### config.mk
export PLATFORM = sky130hd
export DESIGN_NAME = nand_regbank
export DESIGN_NICKNAME = d
export VERILOG_FILES = /design/src/rtl/nand_regbank_pkg.sv /design/src/rtl/nrb_bus_decode.sv /design/src/rtl/nrb_lock_guard.sv /design/src/rtl/nrb_irq_ctrl.sv /design/src/rtl/nand_regbank.sv
export SDC_FILE = /design/constraint.sdc
export NUM_CORES = 1
export LEC_CHECK = 0
export ABC_AREA = 1
export BUFFER_PORTS_ARGS = -buffer_cell sky130_fd_sc_hd__buf_2
export CELL_PAD_IN_SITES_DETAIL_PLACEMENT = 0
export CELL_PAD_IN_SITES_GLOBAL_PLACEMENT = 1
export CORE_UTILIZATION = 30
export DETAILED_ROUTE_END_ITERATION = 10
export GPL_TIMING_DRIVEN = 0
export PLACE_DENSITY = 0.74
export SYNTH_ARGS = -nofsm -noshare
export SYNTH_HDL_FRONTEND = slang
export SYNTH_SLANG_ARGS = --single-unit
### constraint.sdc
create_clock -name clk -period 1.6 [get_ports clk]
set_input_delay 0.32 -clock clk [delete_from_list [all_inputs] [get_ports clk]]
set_output_delay 0.32 -clock clk [all_outputs]
set_load 0.03 [all_outputs]
### src/rtl/nand_regbank_pkg.sv
package nand_regbank_pkg;

  // word indices of the register map
  localparam int IDX_CMD = 0;
  localparam int IDX_ADR = 1;
  localparam int IDX_IFC = 2;
  localparam int IDX_TIM = 3;
  localparam int IDX_MSK = 4;
  localparam int IDX_IST = 5;
  localparam int IDX_RAW = 6;
  localparam int IDX_KEY = 7;
  localparam int IDX_CEC = 8;

  // interrupt event bit positions (mask and status share them)
  localparam int IRQ_N        = 6;
  localparam int EV_WP_FAULT  = 0;
  localparam int EV_ECC_RDY   = 1;
  localparam int EV_DEC_ERR   = 2;
  localparam int EV_DEC_FAIL  = 3;
  localparam int EV_CTRL_RDY  = 4;
  localparam int EV_NAND_RDY  = 5;

  localparam int IFC_W = 4;
  localparam int RAW_W = 7;

  typedef enum logic [3:0] {
    SEL_CMD,
    SEL_ADR,
    SEL_IFC,
    SEL_TIM,
    SEL_MSK,
    SEL_IST,
    SEL_RAW,
    SEL_KEY,
    SEL_CEC,
    SEL_NONE
  } reg_sel_e;

endpackage

### src/rtl/nrb_bus_decode.sv
module nrb_bus_decode
  import nand_regbank_pkg::*;
#(
  parameter int ADDR_W = 6
) (
  input  logic              bus_sel,
  input  logic              bus_we,
  input  logic [ADDR_W-1:0] bus_addr,
  output reg_sel_e          sel,
  output logic              acc_wr,
  output logic              acc_rd
);

  localparam int IW = ADDR_W - 2;

  logic [IW-1:0] widx;

  assign widx   = bus_addr[ADDR_W-1:2];
  assign acc_wr = bus_sel & bus_we;
  assign acc_rd = bus_sel & ~bus_we;

  always_comb begin
    sel = SEL_NONE;
    if (widx == IW'(IDX_CMD)) sel = SEL_CMD;
    if (widx == IW'(IDX_ADR)) sel = SEL_ADR;
    if (widx == IW'(IDX_IFC)) sel = SEL_IFC;
    if (widx == IW'(IDX_TIM)) sel = SEL_TIM;
    if (widx == IW'(IDX_MSK)) sel = SEL_MSK;
    if (widx == IW'(IDX_IST)) sel = SEL_IST;
    if (widx == IW'(IDX_RAW)) sel = SEL_RAW;
    if (widx == IW'(IDX_KEY)) sel = SEL_KEY;
    if (widx == IW'(IDX_CEC)) sel = SEL_CEC;
  end

endmodule

### src/rtl/nrb_lock_guard.sv
module nrb_lock_guard (
  input  logic clk,
  input  logic rst_n,
  input  logic key_wr,
  input  logic key_ok,
  input  logic prot_wr,
  output logic armed,
  output logic prot_ok
);

  logic armed_q, armed_d, armed_en;

  // a key write sets or clears the flag; any guarded write consumes it
  always_comb begin
    armed_en = key_wr | prot_wr;
    armed_d  = armed_q;
    if (key_wr)       armed_d = key_ok;
    else if (prot_wr) armed_d = 1'b0;
  end

  always_ff @(posedge clk or negedge rst_n) begin
    if (!rst_n)        armed_q <= 1'b0;
    else if (armed_en) armed_q <= armed_d;
  end

  assign armed   = armed_q;
  assign prot_ok = prot_wr & armed_q;

endmodule

### src/rtl/nrb_irq_ctrl.sv
module nrb_irq_ctrl #(
  parameter int N = 6
) (
  input  logic         clk,
  input  logic         rst_n,
  input  logic [N-1:0] ev,
  input  logic [N-1:0] mask,
  input  logic         rd_clr,
  output logic [N-1:0] stat,
  output logic [N-1:0] rise,
  output logic         irq
);

  logic [N-1:0] prev_q;
  logic [N-1:0] stat_q, stat_d;
  logic         stat_en;

  for (genvar g = 0; g < N; g++) begin : g_ev
    assign rise[g]   = ev[g] & ~prev_q[g];
    // a new edge wins over the read clear
    assign stat_d[g] = (stat_q[g] & ~rd_clr) | rise[g];
  end

  assign stat_en = rd_clr | (|rise);

  always_ff @(posedge clk or negedge rst_n) begin
    if (!rst_n) prev_q <= '0;
    else        prev_q <= ev;
  end

  always_ff @(posedge clk or negedge rst_n) begin
    if (!rst_n)       stat_q <= '0;
    else if (stat_en) stat_q <= stat_d;
  end

  assign stat = stat_q;
  assign irq  = |(stat_q & mask);

endmodule

### src/rtl/nand_regbank.sv
module nand_regbank
  import nand_regbank_pkg::*;
#(
  parameter int               ADDR_W       = 6,
  parameter int               TIM_W        = 27,
  parameter logic [TIM_W-1:0] TIM_RST      = {TIM_W{1'b1}},
  parameter logic [15:0]      UNLOCK_KEY   = 16'hA25E,
  parameter logic [7:0]       RESET_OPCODE = 8'hFF
) (
  input  logic              clk,
  input  logic              rst_n,
  input  logic              bus_sel,
  input  logic              bus_we,
  input  logic [ADDR_W-1:0] bus_addr,
  input  logic [3:0]        bus_be,
  input  logic [31:0]       bus_wdata,
  output logic [31:0]       bus_rdata,
  input  logic              st_nand_rdy,
  input  logic              st_ctrl_rdy,
  input  logic              st_ecc_rdy,
  input  logic              st_err_det,
  input  logic [2:0]        st_corr_cnt,
  input  logic              st_dec_fail,
  input  logic              st_wp_fault,
  output logic              cfg_bus16,
  output logic              cfg_long_addr,
  output logic              cfg_large_blk,
  output logic              cfg_wr_prot,
  output logic [TIM_W-1:0]  cfg_timing,
  output logic              ce_normal,
  output logic              cmd_stb,
  output logic [7:0]        cmd_byte,
  output logic              addr_stb,
  output logic [7:0]        addr_byte,
  output logic              dev_reset_stb,
  output logic              irq
);

  localparam int DW    = 32;
  localparam int LANES = DW / 8;

  // ---------------- decode ----------------
  reg_sel_e sel;
  logic     acc_wr, acc_rd;

  nrb_bus_decode #(.ADDR_W(ADDR_W)) u_dec (
    .bus_sel (bus_sel),
    .bus_we  (bus_we),
    .bus_addr(bus_addr),
    .sel     (sel),
    .acc_wr  (acc_wr),
    .acc_rd  (acc_rd)
  );

  // ---------------- unlock ----------------
  logic key_wr, key_ok, prot_wr, armed, prot_ok;

  assign key_wr  = acc_wr && (sel == SEL_KEY);
  assign key_ok  = key_wr && (&bus_be[1:0]) && (bus_wdata[15:0] == UNLOCK_KEY);
  assign prot_wr = acc_wr && ((sel == SEL_IFC) || (sel == SEL_TIM));

  nrb_lock_guard u_lock (
    .clk    (clk),
    .rst_n  (rst_n),
    .key_wr (key_wr),
    .key_ok (key_ok),
    .prot_wr(prot_wr),
    .armed  (armed),
    .prot_ok(prot_ok)
  );

  // ---------------- byte-lane mask ----------------
  logic [DW-1:0] wmask;
  for (genvar b = 0; b < LANES; b++) begin : g_lane
    assign wmask[8*b +: 8] = {8{bus_be[b]}};
  end

  // ---------------- interrupt events ----------------
  logic [IRQ_N-1:0] ev_vec, ist_q, ist_rise, msk_q, msk_d;
  logic             ist_rd, msk_en;

  always_comb begin
    ev_vec              = '0;
    ev_vec[EV_WP_FAULT] = st_wp_fault;
    ev_vec[EV_ECC_RDY]  = st_ecc_rdy;
    ev_vec[EV_DEC_ERR]  = st_err_det;
    ev_vec[EV_DEC_FAIL] = st_dec_fail;
    ev_vec[EV_CTRL_RDY] = st_ctrl_rdy;
    ev_vec[EV_NAND_RDY] = st_nand_rdy;
  end

  assign ist_rd = acc_rd && (sel == SEL_IST);

  nrb_irq_ctrl #(.N(IRQ_N)) u_irq (
    .clk   (clk),
    .rst_n (rst_n),
    .ev    (ev_vec),
    .mask  (msk_q),
    .rd_clr(ist_rd),
    .stat  (ist_q),
    .rise  (ist_rise),
    .irq   (irq)
  );

  // ---------------- raw status ----------------
  logic [2:0]       cnt_m1;
  logic [1:0]       cnt_fld;
  logic [RAW_W-1:0] raw_vec;

  always_comb begin
    cnt_m1  = st_corr_cnt - 3'd1;
    cnt_fld = st_err_det ? cnt_m1[1:0] : 2'b00;
    raw_vec = {st_dec_fail, cnt_fld, st_err_det, st_ecc_rdy, st_ctrl_rdy, st_nand_rdy};
  end

  // ---------------- next state ----------------
  logic [IFC_W-1:0] ifc_q, ifc_d;
  logic             ifc_en;
  logic [TIM_W-1:0] tim_q, tim_d;
  logic             tim_en;
  logic             cec_q, cec_d, cec_en;
  logic             cmd_stb_q, cmd_stb_d, rst_stb_q, rst_stb_d;
  logic             adr_stb_q, adr_stb_d;
  logic [7:0]       cmd_byte_q, adr_byte_q;
  logic [DW-1:0]    rdata_q, rdata_d;

  always_comb begin
    ifc_en    = prot_ok && (sel == SEL_IFC) && bus_be[0];
    ifc_d     = bus_wdata[IFC_W-1:0];
    tim_en    = prot_ok && (sel == SEL_TIM);
    tim_d     = (tim_q & ~wmask[TIM_W-1:0]) | (bus_wdata[TIM_W-1:0] & wmask[TIM_W-1:0]);
    msk_en    = acc_wr && (sel == SEL_MSK) && bus_be[0];
    msk_d     = bus_wdata[IRQ_N-1:0];
    cec_en    = acc_wr && (sel == SEL_CEC) && bus_be[0];
    cec_d     = bus_wdata[0];
    cmd_stb_d = acc_wr && (sel == SEL_CMD) && bus_be[0];
    rst_stb_d = cmd_stb_d && (bus_wdata[7:0] == RESET_OPCODE);
    adr_stb_d = acc_wr && (sel == SEL_ADR) && bus_be[0];
  end

  always_comb begin
    rdata_d = '0;
    unique case (sel)
      SEL_IFC: rdata_d = DW'(ifc_q);
      SEL_TIM: rdata_d = DW'(tim_q);
      SEL_MSK: rdata_d = DW'(msk_q);
      SEL_IST: rdata_d = DW'(ist_q);
      SEL_RAW: rdata_d = DW'(raw_vec);
      SEL_CEC: rdata_d = DW'(cec_q);
      default: rdata_d = '0;
    endcase
  end

  // ---------------- registers ----------------
  always_ff @(posedge clk or negedge rst_n) begin
    if (!rst_n)      ifc_q <= '0;
    else if (ifc_en) ifc_q <= ifc_d;
  end

  always_ff @(posedge clk or negedge rst_n) begin
    if (!rst_n)      tim_q <= TIM_RST;
    else if (tim_en) tim_q <= tim_d;
  end

  always_ff @(posedge clk or negedge rst_n) begin
    if (!rst_n)      msk_q <= '0;
    else if (msk_en) msk_q <= msk_d;
  end

  always_ff @(posedge clk or negedge rst_n) begin
    if (!rst_n)      cec_q <= 1'b0;
    else if (cec_en) cec_q <= cec_d;
  end

  always_ff @(posedge clk or negedge rst_n) begin
    if (!rst_n) begin
      cmd_stb_q <= 1'b0;
      rst_stb_q <= 1'b0;
      adr_stb_q <= 1'b0;
    end else begin
      cmd_stb_q <= cmd_stb_d;
      rst_stb_q <= rst_stb_d;
      adr_stb_q <= adr_stb_d;
    end
  end

  always_ff @(posedge clk or negedge rst_n) begin
    if (!rst_n)         cmd_byte_q <= '0;
    else if (cmd_stb_d) cmd_byte_q <= bus_wdata[7:0];
  end

  always_ff @(posedge clk or negedge rst_n) begin
    if (!rst_n)         adr_byte_q <= '0;
    else if (adr_stb_d) adr_byte_q <= bus_wdata[7:0];
  end

  always_ff @(posedge clk or negedge rst_n) begin
    if (!rst_n)      rdata_q <= '0;
    else if (acc_rd) rdata_q <= rdata_d;
  end

  // ---------------- outputs ----------------
  assign bus_rdata     = rdata_q;
  assign cfg_bus16     = ifc_q[0];
  assign cfg_long_addr = ifc_q[1];
  assign cfg_large_blk = ifc_q[2];
  assign cfg_wr_prot   = ifc_q[3];
  assign cfg_timing    = tim_q;
  assign ce_normal     = cec_q;
  assign cmd_stb       = cmd_stb_q;
  assign cmd_byte      = cmd_byte_q;
  assign addr_stb      = adr_stb_q;
  assign addr_byte     = adr_byte_q;
  assign dev_reset_stb = rst_stb_q;

endmodule

==> reports/results.tsv, run 1 <==
metric	value	unit
critPathLaunchType	flip-flop	
clockBufferDepth	2	
synth_compound_area_frac	0.0956	
holdBufCountCts	0	
status	complete, but fails checks	
postPlaceCellArea	5210	um2
syn_avg_cell_area	8.98	um2
drc_errors	0	
grt_max_degree	53	
rr_worst_depth	6	
netlist_instances	481	
htreeDepth	3	
clock_latency	350	ps
core_area	13900	um2
cts_tree	done	
finalSetupViolCount	1	
powerDensity	1070	nW/um2
stdcell_area	5610	um2
grt_util_all_layers	0.169	
die_h	122	um
r2r_start	u_lock.armed	
root_buffer	clkbuf_16	
ios	139	
yosysUniqueCellTypes	28	
power.share.clock	0.445	
synth.yosys.warnings	0	
cp-end-kind	output port	
cap_violations	0	
hold_slack	-16.2	ps
ys_seq_area_frac	0.570	
fin_ws	-83.8	ps
portBuffers	124	
ys_ff_latch	97	
drtIter0Drc	238	
regArea	2460	um2
combPwrFrac	0.118	
synth_top_family_by_area	simple AND/OR/NAND/NOR gates	
tightest_slew	680	ps
synth-adder-area-share	0	
fin_crit	1680	ps
synth_top_area_cell	dfrtp_1	
clock_skew	6.34	ps
critPathMaxFanout	3	
hpwl	9.01	mm
finalNetCount	680	
p_sw_frac	0.255	
netlist.area_leader.share	0.406	
placementRows	43	
post-place-ws	-66.1	ps
start_util	0.310	
fillCellCount	1424	
p_sw	1.53	mW
gp_congestion	0.816	
vias	3689	
critPathRequiredTime	1280	ps
synth_area_leaders	dfrtp_1 41%, dfstp_2 16%, nand2_1 13%	
vdd_drop_max	0.455	mV
violations	negative hold slack, negative setup slack	
intPower	4.47	mW
vias_per_cell	4.55	
drive_gt1_frac	0.352	
syn2layout_area_growth	30.0	%
fp.dieW	122	um
die-area	14900	um2
cts_made_buffers	9	
cp.arrival	1360	ps
routedWlPerCell	14.7	um
fmax	594	MHz
rsz0062_at_grt	true	
syn_area	4320	um2
antenna_found_initial	0	
grt_first_pass_wirelength	18.7	mm
yosys.area_share.simple	0.255	
grt_pass1_vias	3516	
synthXorXnorAreaFrac	0.00203	
p_leak	3.02	nW
clock_sinks	97	
ant_nets	0	
synth_mux_area_frac	0	
grt_overflow	0	
seq_power_share	0.437	
hold_violations	8	
rrSetupSlack	250	ps
multi_input_area	1540	um2
wl	11.9	mm
slew_headroom	0.547	
antennaDiodeCount	0	
crit_type	reg2out	
hp-class	in2async	
clkTransAtPathRegs	70	ps
drt_pass1_iterations	5	
fin_crit_sh	1.05	
slew_viol_final	0	
[Yosys cell counts]
master    count
nor2_4        3
nor2_1       19
a22o_1        2
a21oi_1       3
buf_2         7
dfstp_2      27
inv_2         2
o21ai_2      16
nand4_4       2
nand2_2       2
xnor2_1       1
nor3_1        2
nand3_2       3
nand4_1       6
dfrtp_1      70
o21ai_1       3
buf_6         4
clkbuf_1      3
buf_1         2
nor2_2        3
o21ai_0      45
conb_1        1
buf_4         6
nor4_4        1
nand3_1      46
nand3_4       1
inv_1        48
nand2_1     153
[cells by family (layout without fill, tap and decap cells)]
logic type / after synthesis / in the layout
other: 1 / 5
XOR/XNOR: 1 / 1
AO/OA/AOI/OAI: 69 / 69
buffers and inverters: 72 / 217
AND/OR/NAND/NOR: 241 / 241
flip-flops: 97 / 97
[worst max-delay path, cell delays in order (launching register included)]
cell     delay (ps)
dfrtp_1         410
a22o_1          220
a21oi_1         110
nand2_1         100
buf_6           150
[layout make-up]
type / count / share of cell area
buffer: 22 / 0.0256
clock buffer: 9 / 0.0401
multi-input combinational: 316 / 0.274
inverter: 50 / 0.0334
tap: 180 / 0.0401
timing repair buffer: 129 / 0.122
sequential: 97 / 0.439
clock inverter: 7 / 0.0252
[placed cells by master, fill, tap and decap left out, drive strengths merged]
master    count
nor4          1
nor2         25
dfstp        27
xnor2         1
nor3          2
clkinvlp      1
conb          5
dfrtp        70
bufinv        4
o21ai        64
clkbuf       12
nand4         8
nand3        50
clkinv        1
buf         148
a21oi         3
a22o          2
nand2       155
inv          51
[power by group through the flow]
stage,sequential (mW),clock (mW),combinational [mW]
floorplan,2.80,0,0.255
global placement,2.66,0,0.668
detailed placement,2.67,0,0.686
CTS,2.62,2.72,0.712
global route,2.63,2.84,0.782
finish,2.62,2.67,0.709
[worst max-delay path by stage]
stage	from	end	slack, ps	depth (start not counted)
finish	u_irq.stat[2]	irq	-80	4
global route	msk_q[2]	irq	-140	4
global placement	rst_n	bus_rdata[19]	-740	1
CTS	msk_q[2]	irq	-100	4
detailed placement	bus_addr[4]	u_irq.stat[1]	-70	7
floorplan	bus_addr[2]	cmd_byte[5]	280	6
[timing repair]
item / 4_1_cts / 5_1_grt
setup buffers: 2 / 2
pin swaps: 0 / 1
resized for setup: 2 / 0
setup endpoints to repair: 1 / 1
[layer usage]
| metal | vias to the layer above | track usage | share of wire |
|---|---|---|---|
| li1 | 1832 | - | - |
| met1 | 1755 | 0.232 | 0.47 |
| met2 | 90 | 0.256 | 0.46 |
| met3 | 12 | 0.0468 | 0.054 |
| met4 | 0 | 0.0556 | 0.013 |
| met5 | - | 0 | 0 |
[stage by stage]
stage                     TNS, ps  std cells   util  power, mW  hold WS (ps)
after floorplan                 0        485      -       3.05          24.4
after global placement     -58150        789  0.372       3.33           411
after detailed placement     -938        790  0.374       3.35           399
after CTS                   -99.3        808  0.402       6.06          10.4
after global routing         -140        810  0.403       6.25          31.6
final                       -83.8        810  0.403       6.00         -16.2
Power figures use the tool's default switching activity.
==> run 2: changes to the inputs <==
--- a/config.mk
+++ b/config.mk
@@ -7,8 +7,9 @@
 export LEC_CHECK = 0
 export ABC_AREA = 1
 export BUFFER_PORTS_ARGS = -buffer_cell sky130_fd_sc_hd__buf_2
-export CELL_PAD_IN_SITES_DETAIL_PLACEMENT = 0
+export CELL_PAD_IN_SITES_DETAIL_PLACEMENT = 1
 export CELL_PAD_IN_SITES_GLOBAL_PLACEMENT = 1
+export CORE_ASPECT_RATIO = 0.8
 export CORE_UTILIZATION = 30
 export DETAILED_ROUTE_END_ITERATION = 10
 export GPL_TIMING_DRIVEN = 0
==> run 2 against run 1 <==
Sequential cell count is the same; global-route usage grew 2.4 points; utilization grew 0.33 points; die area is essentially flat; sequential share of layout area grew 0.11 points; worst hold slack lost 2.7 ps; largest power group is now registers; clock power shrank 10%; critical path type unchanged; the flow still finishes with violations (negative hold slack, negative setup slack); power shrank 4.2%.
==> reports/results.tsv, run 2 (synthesis gave the netlist of run 1 again) <==
metric	value	unit
combPwrFrac	0.127	
vdd_drop_max	0.489	mV
grt_overflow	0	
ant_nets	0	
slowest_stage	dfrtp_1	
hold_slack	-18.9	ps
p_sw_frac	0.262	
grt_first_pass_wirelength	21.3	mm
ios	139	
fin_ws	-87.4	ps
grt_pass1_vias	3939	
vias_per_cell	4.62	
hold_violations	12	
drc_errors	0	
violations	negative hold slack, negative setup slack	
tightest_slew	632	ps
cp.arrival	1370	ps
fp.dieW	136	um
clock_sinks	97	
powerDensity	1030	nW/um2
critPathRequiredTime	1280	ps
antenna_found_initial	1	
gp_congestion	0.823	
p_leak	3.01	nW
hpwl	9.99	mm
finalSetupViolCount	1	
clkTransAtPathRegs	60	ps
clock_latency	350	ps
status	complete, but fails checks	
fin_crit_sh	1.05	
hp-class	in2async	
start_util	0.313	
portBuffers	124	
layoutNonFillerInstCount	812	
cts_tree	done	
critPathMaxFanout	2	
routed.top_layer	met4	
final_cell_mix	153 x nand2_1, 129 x buf_2, 70 x dfrtp_1	
multi_input_area	1550	um2
regArea	2460	um2
vias	3752	
drtIter0Drc	156	
stdcell_area	5600	um2
cts_made_buffers	9	
wl	13.3	mm
slew_viol_final	0	
p_sw	1.51	mW
power.share.clock	0.416	
cap_violations	0	
routedWlPerCell	16.4	um
core_area	13800	um2
fin_crit	1690	ps
root_buffer	clkbuf_16	
grt_util_all_layers	0.193	
clock_skew	6.76	ps
syn2layout_area_growth	29.6	%
wl_met3	749	um
max_stage_delay	390	ps
antennaDiodeCount	0	
seq_power_share	0.457	
postPlaceCellArea	5210	um2
rsz0062_at_grt	true	
slew_headroom	0.578	
path_cells	a22o_1 -> a21oi_2 -> nand2_1 -> buf_6	
intPower	4.24	mW
layout_commonest_cell	nand2_1	
finalNetCount	682	
drt_pass1_iterations	4	
cp-end-kind	output port	
htreeDepth	3	
die-area	14900	um2
clockBufferDepth	2	
dp_cells	790	
critPathLaunchType	flip-flop	
placementRows	38	
wl_met2	6.16	mm
drive_gt1_frac	0.358	
fin_total_pwr	5.75	mW
fillCellCount	1683	
fmax	593	MHz
wl_met1	6.24	mm
crit_type	reg2out	
die_h	109	um
grt_max_degree	52	
==> run 2: power groups by stage <==
stage	sequential [mW]	clock (mW)	combinational [mW]
4_1_cts	2.62	2.45	0.727
2_1_floorplan	2.80	0	0.255
3_3_place_gp	2.66	0	0.671
5_1_grt	2.64	2.54	0.805
3_5_place_dp	2.67	0	0.698
6_report	2.62	2.39	0.731
==> run 2: metrics by stage <==
step	TNS, ps	worst slack, ps	utilization
floorplan	0	276	-
global placement	-59590	-756	0.376
detailed placement	-1950	-111	0.378
CTS	-97.0	-97.0	0.404
global route	-154	-154	0.406
finish	-87.4	-87.4	0.406
==> run 2: worst max-delay path, delay by kind of cell, from the launching register on <==
| kind | cells | cell delay [ps] |
|---|---|---|
| simple gates | 1 | 100 |
| flops | 1 | 390 |
| buf+inv | 1 | 150 |
| compound gates | 2 | 380 |
==> run 2: final timing paths <==
check	startpoint	endpoint	slack, ps	cells after the start
min reg2reg	u_irq.prev_q[2]	u_irq.stat[2]	430	1
max reg2reg	u_lock.armed	flip-flop	250	5
max in group asynchronous	rst_n	asynchronous set/reset pin	890	2
min	rst_n	cmd_byte[5]	-20	1
max	u_irq.stat[2]	irq	-90	4
min in group clk	st_err_det	u_irq.prev_q[2]	90	1
==> run 2: routing by layer <==
metal,track usage,vias to the layer above
met5,0,-
li1,-,1821
met4,0.0619,0
met2,0.303,87
met3,0.0424,11
met1,0.264,1833
==> run 2: what timing repair did <==
item	4_1_cts	5_1_grt
hold buffers	0	0
hold endpoints to repair	0	0
resized for setup	2	2
buffers inserted	3	3
endpoints found under the setup margin	1	1
pin swaps	1	2
==> run 2: area by class of cell <==
class	instances	area share
clock inverters	5	0.0139
well taps	180	0.0402
multi-input cells	316	0.276
clock buffers	11	0.0451
repair buffers	131	0.125
inverters	50	0.0335
plain buffers	22	0.0257
flip-flops and latches	97	0.440
==> run 3: changes to the inputs <==
--- a/config.mk
+++ b/config.mk
@@ -6,14 +6,15 @@
 export NUM_CORES = 1
 export LEC_CHECK = 0
 export ABC_AREA = 1
-export BUFFER_PORTS_ARGS = -buffer_cell sky130_fd_sc_hd__buf_2
 export CELL_PAD_IN_SITES_DETAIL_PLACEMENT = 1
 export CELL_PAD_IN_SITES_GLOBAL_PLACEMENT = 1
 export CORE_ASPECT_RATIO = 0.8
 export CORE_UTILIZATION = 30
 export DETAILED_ROUTE_END_ITERATION = 10
+export DONT_BUFFER_PORTS = 1
 export GPL_TIMING_DRIVEN = 0
-export PLACE_DENSITY = 0.74
+export PLACE_DENSITY = 0.63
+export SETUP_SLACK_MARGIN = 0.4
 export SYNTH_ARGS = -nofsm -noshare
 export SYNTH_HDL_FRONTEND = slang
 export SYNTH_SLANG_ARGS = --single-unit
==> run 3 against run 2 <==
The flow finishes with violations (negative hold slack); critical path depth down 1; sequential cell count unchanged; largest cell class unchanged; highest routed layer unchanged; wire length down 4.2%.
==> reports/results.tsv, run 3 (synthesis gave the netlist of run 1 again) <==
metric	value	unit
grt_pass1_vias	3393	
clock_latency	350	ps
grt_overflow	0	
clock_skew	9.04	ps
syn2layout_area_growth	21.1	%
cts_made_buffers	9	
clock_sinks	97	
grt_first_pass_wirelength	19.8	mm
drive_gt1_frac	0.339	
final_cell_mix	144 x nand2_1, 50 x dfrtp_2, 44 x inv_1	
ant_nets	0	
dp_cells	665	
core_area	13800	um2
slowest_stage	dfrtp_1	
crit_buf_inv	0	
stdcell_area	5230	um2
holdBufCountCts	6	
antennaDiodeCount	0	
fp.dieW	136	um
routedWlPerCell	18.3	um
drtIter0Drc	215	
layoutNonFillerInstCount	696	
grt_max_degree	98	
fin_crit	1580	ps
cts_tree	done	
fmax	632	MHz
grt_util_all_layers	0.180	
fin_crit_sh	0.990	
fin_total_pwr	5.21	mW
violations	negative hold slack	
clockBufferDepth	2	
p_leak	2.38	nW
vias	3326	
powerDensity	997	nW/um2
cp.arrival	1260	ps
portBuffers	0	
postPlaceCellArea	4660	um2
crit_type	reg2out	
start_util	0.313	
clkTransAtPathRegs	70	ps
critPathRequiredTime	1280	ps
path_delay_family	flip-flops	
hp-class	in2async	
worst-path-stages	3	
drc_errors	0	
placementRows	38	
drt_pass1_iterations	4	
max_stage_delay	400	ps
ios	139	
die_h	109	um
cp-end-kind	output port	
root_buffer	clkbuf_16	
hold_violations	97	
cap_violations	0	
layout_commonest_cell	nand2_1	
die-area	14900	um2
slew_viol_final	0	
rr_worst_depth	6	
antenna_found_initial	0	
gp_congestion	0.732	
hpwl	9.24	mm
finalNetCount	566	
path_cells	a22o_1 -> a21oi_2 -> nand2_4	
status	complete, but fails checks	
rsz0062_at_grt	true	
critPathLaunchType	flip-flop	
finalSetupViolCount	0	
htreeDepth	3	
hold_slack	-344	ps
wl	12.8	mm
vias_per_cell	4.78	
critPathMaxFanout	3	
vdd_drop_max	0.544	mV
run 3: cell types whose count changed in the layout (fill, tap and decap cells not counted), sizes merged:
cell,change
buf,-124
dlygate4sd3,+6
bufinv,-2
clkbuf,+1
clkinv,+1
clkinvlp,+1
inv,+1
run 3: metrics by stage:
stage / setup TNS (ps) / setup WS (ps) / util / hold slack [ps]
3_3_place_gp: 0 / 125 / 0.338 / 26.0
4_1_cts: -5.83 / -5.83 / 0.370 / -360
2_1_floorplan: 0 / 393 / - / 24.4
5_1_grt: -57.9 / -57.9 / 0.379 / -373
6_report: 0 / 16.5 / 0.379 / -344
3_5_place_dp: 0 / 72.6 / 0.338 / 25.6
run 3: worst paths after layout:
| check | startpoint | endpoint | slack (ps) |
|---|---|---|---|
| max | msk_q[5] | irq | 20 |
| min | rst_n | cmd_byte[0] | -340 |
| max reg2reg | u_lock.armed | ifc_q[2] | 430 |
| min reg2reg | u_irq.prev_q[5] | u_irq.stat[5] | 420 |
| max in group asynchronous | rst_n | asynchronous set/reset pin | 1710 |
| min in group clk | bus_wdata[20] | flip-flop | 60 |
run 3: layout make-up:
class                           instances  area, um2
Clock buffer                           10        229
Tap cell                              180        225
Clock inverter                          6       42.5
Inverter                               50        198
Sequential cell                        97       2520
Buffer                                 22        188
Timing Repair Buffer                   15        151
Fill cell                            1580       8560
Multi-Input combinational cell        316       1670
run 3: report_power, final:
part | internal [mW] | switching (mW)
Sequential | 2.57 | 0.226
Clock | 1.06 | 0.964
Combinational | 0.139 | 0.252
Total | 3.77 | 1.44
run 3: timing repair:
action                                  CTS  global route
cloned                                    1             0
pin swaps                                 3            17
endpoints found under the hold margin   103            97
gates resized for setup                  55            24
endpoints found under the setup margin  108            82
buffers inserted                          3             5
run 3: metal layers:
layer  up-vias  GRT usage  routed length [um]
li1       1593          -                   -
met1      1656      0.246                5870
met2        69      0.273                5990
met3         8     0.0645                 788
met4         0     0.0405                 106
met5         -          0                   0
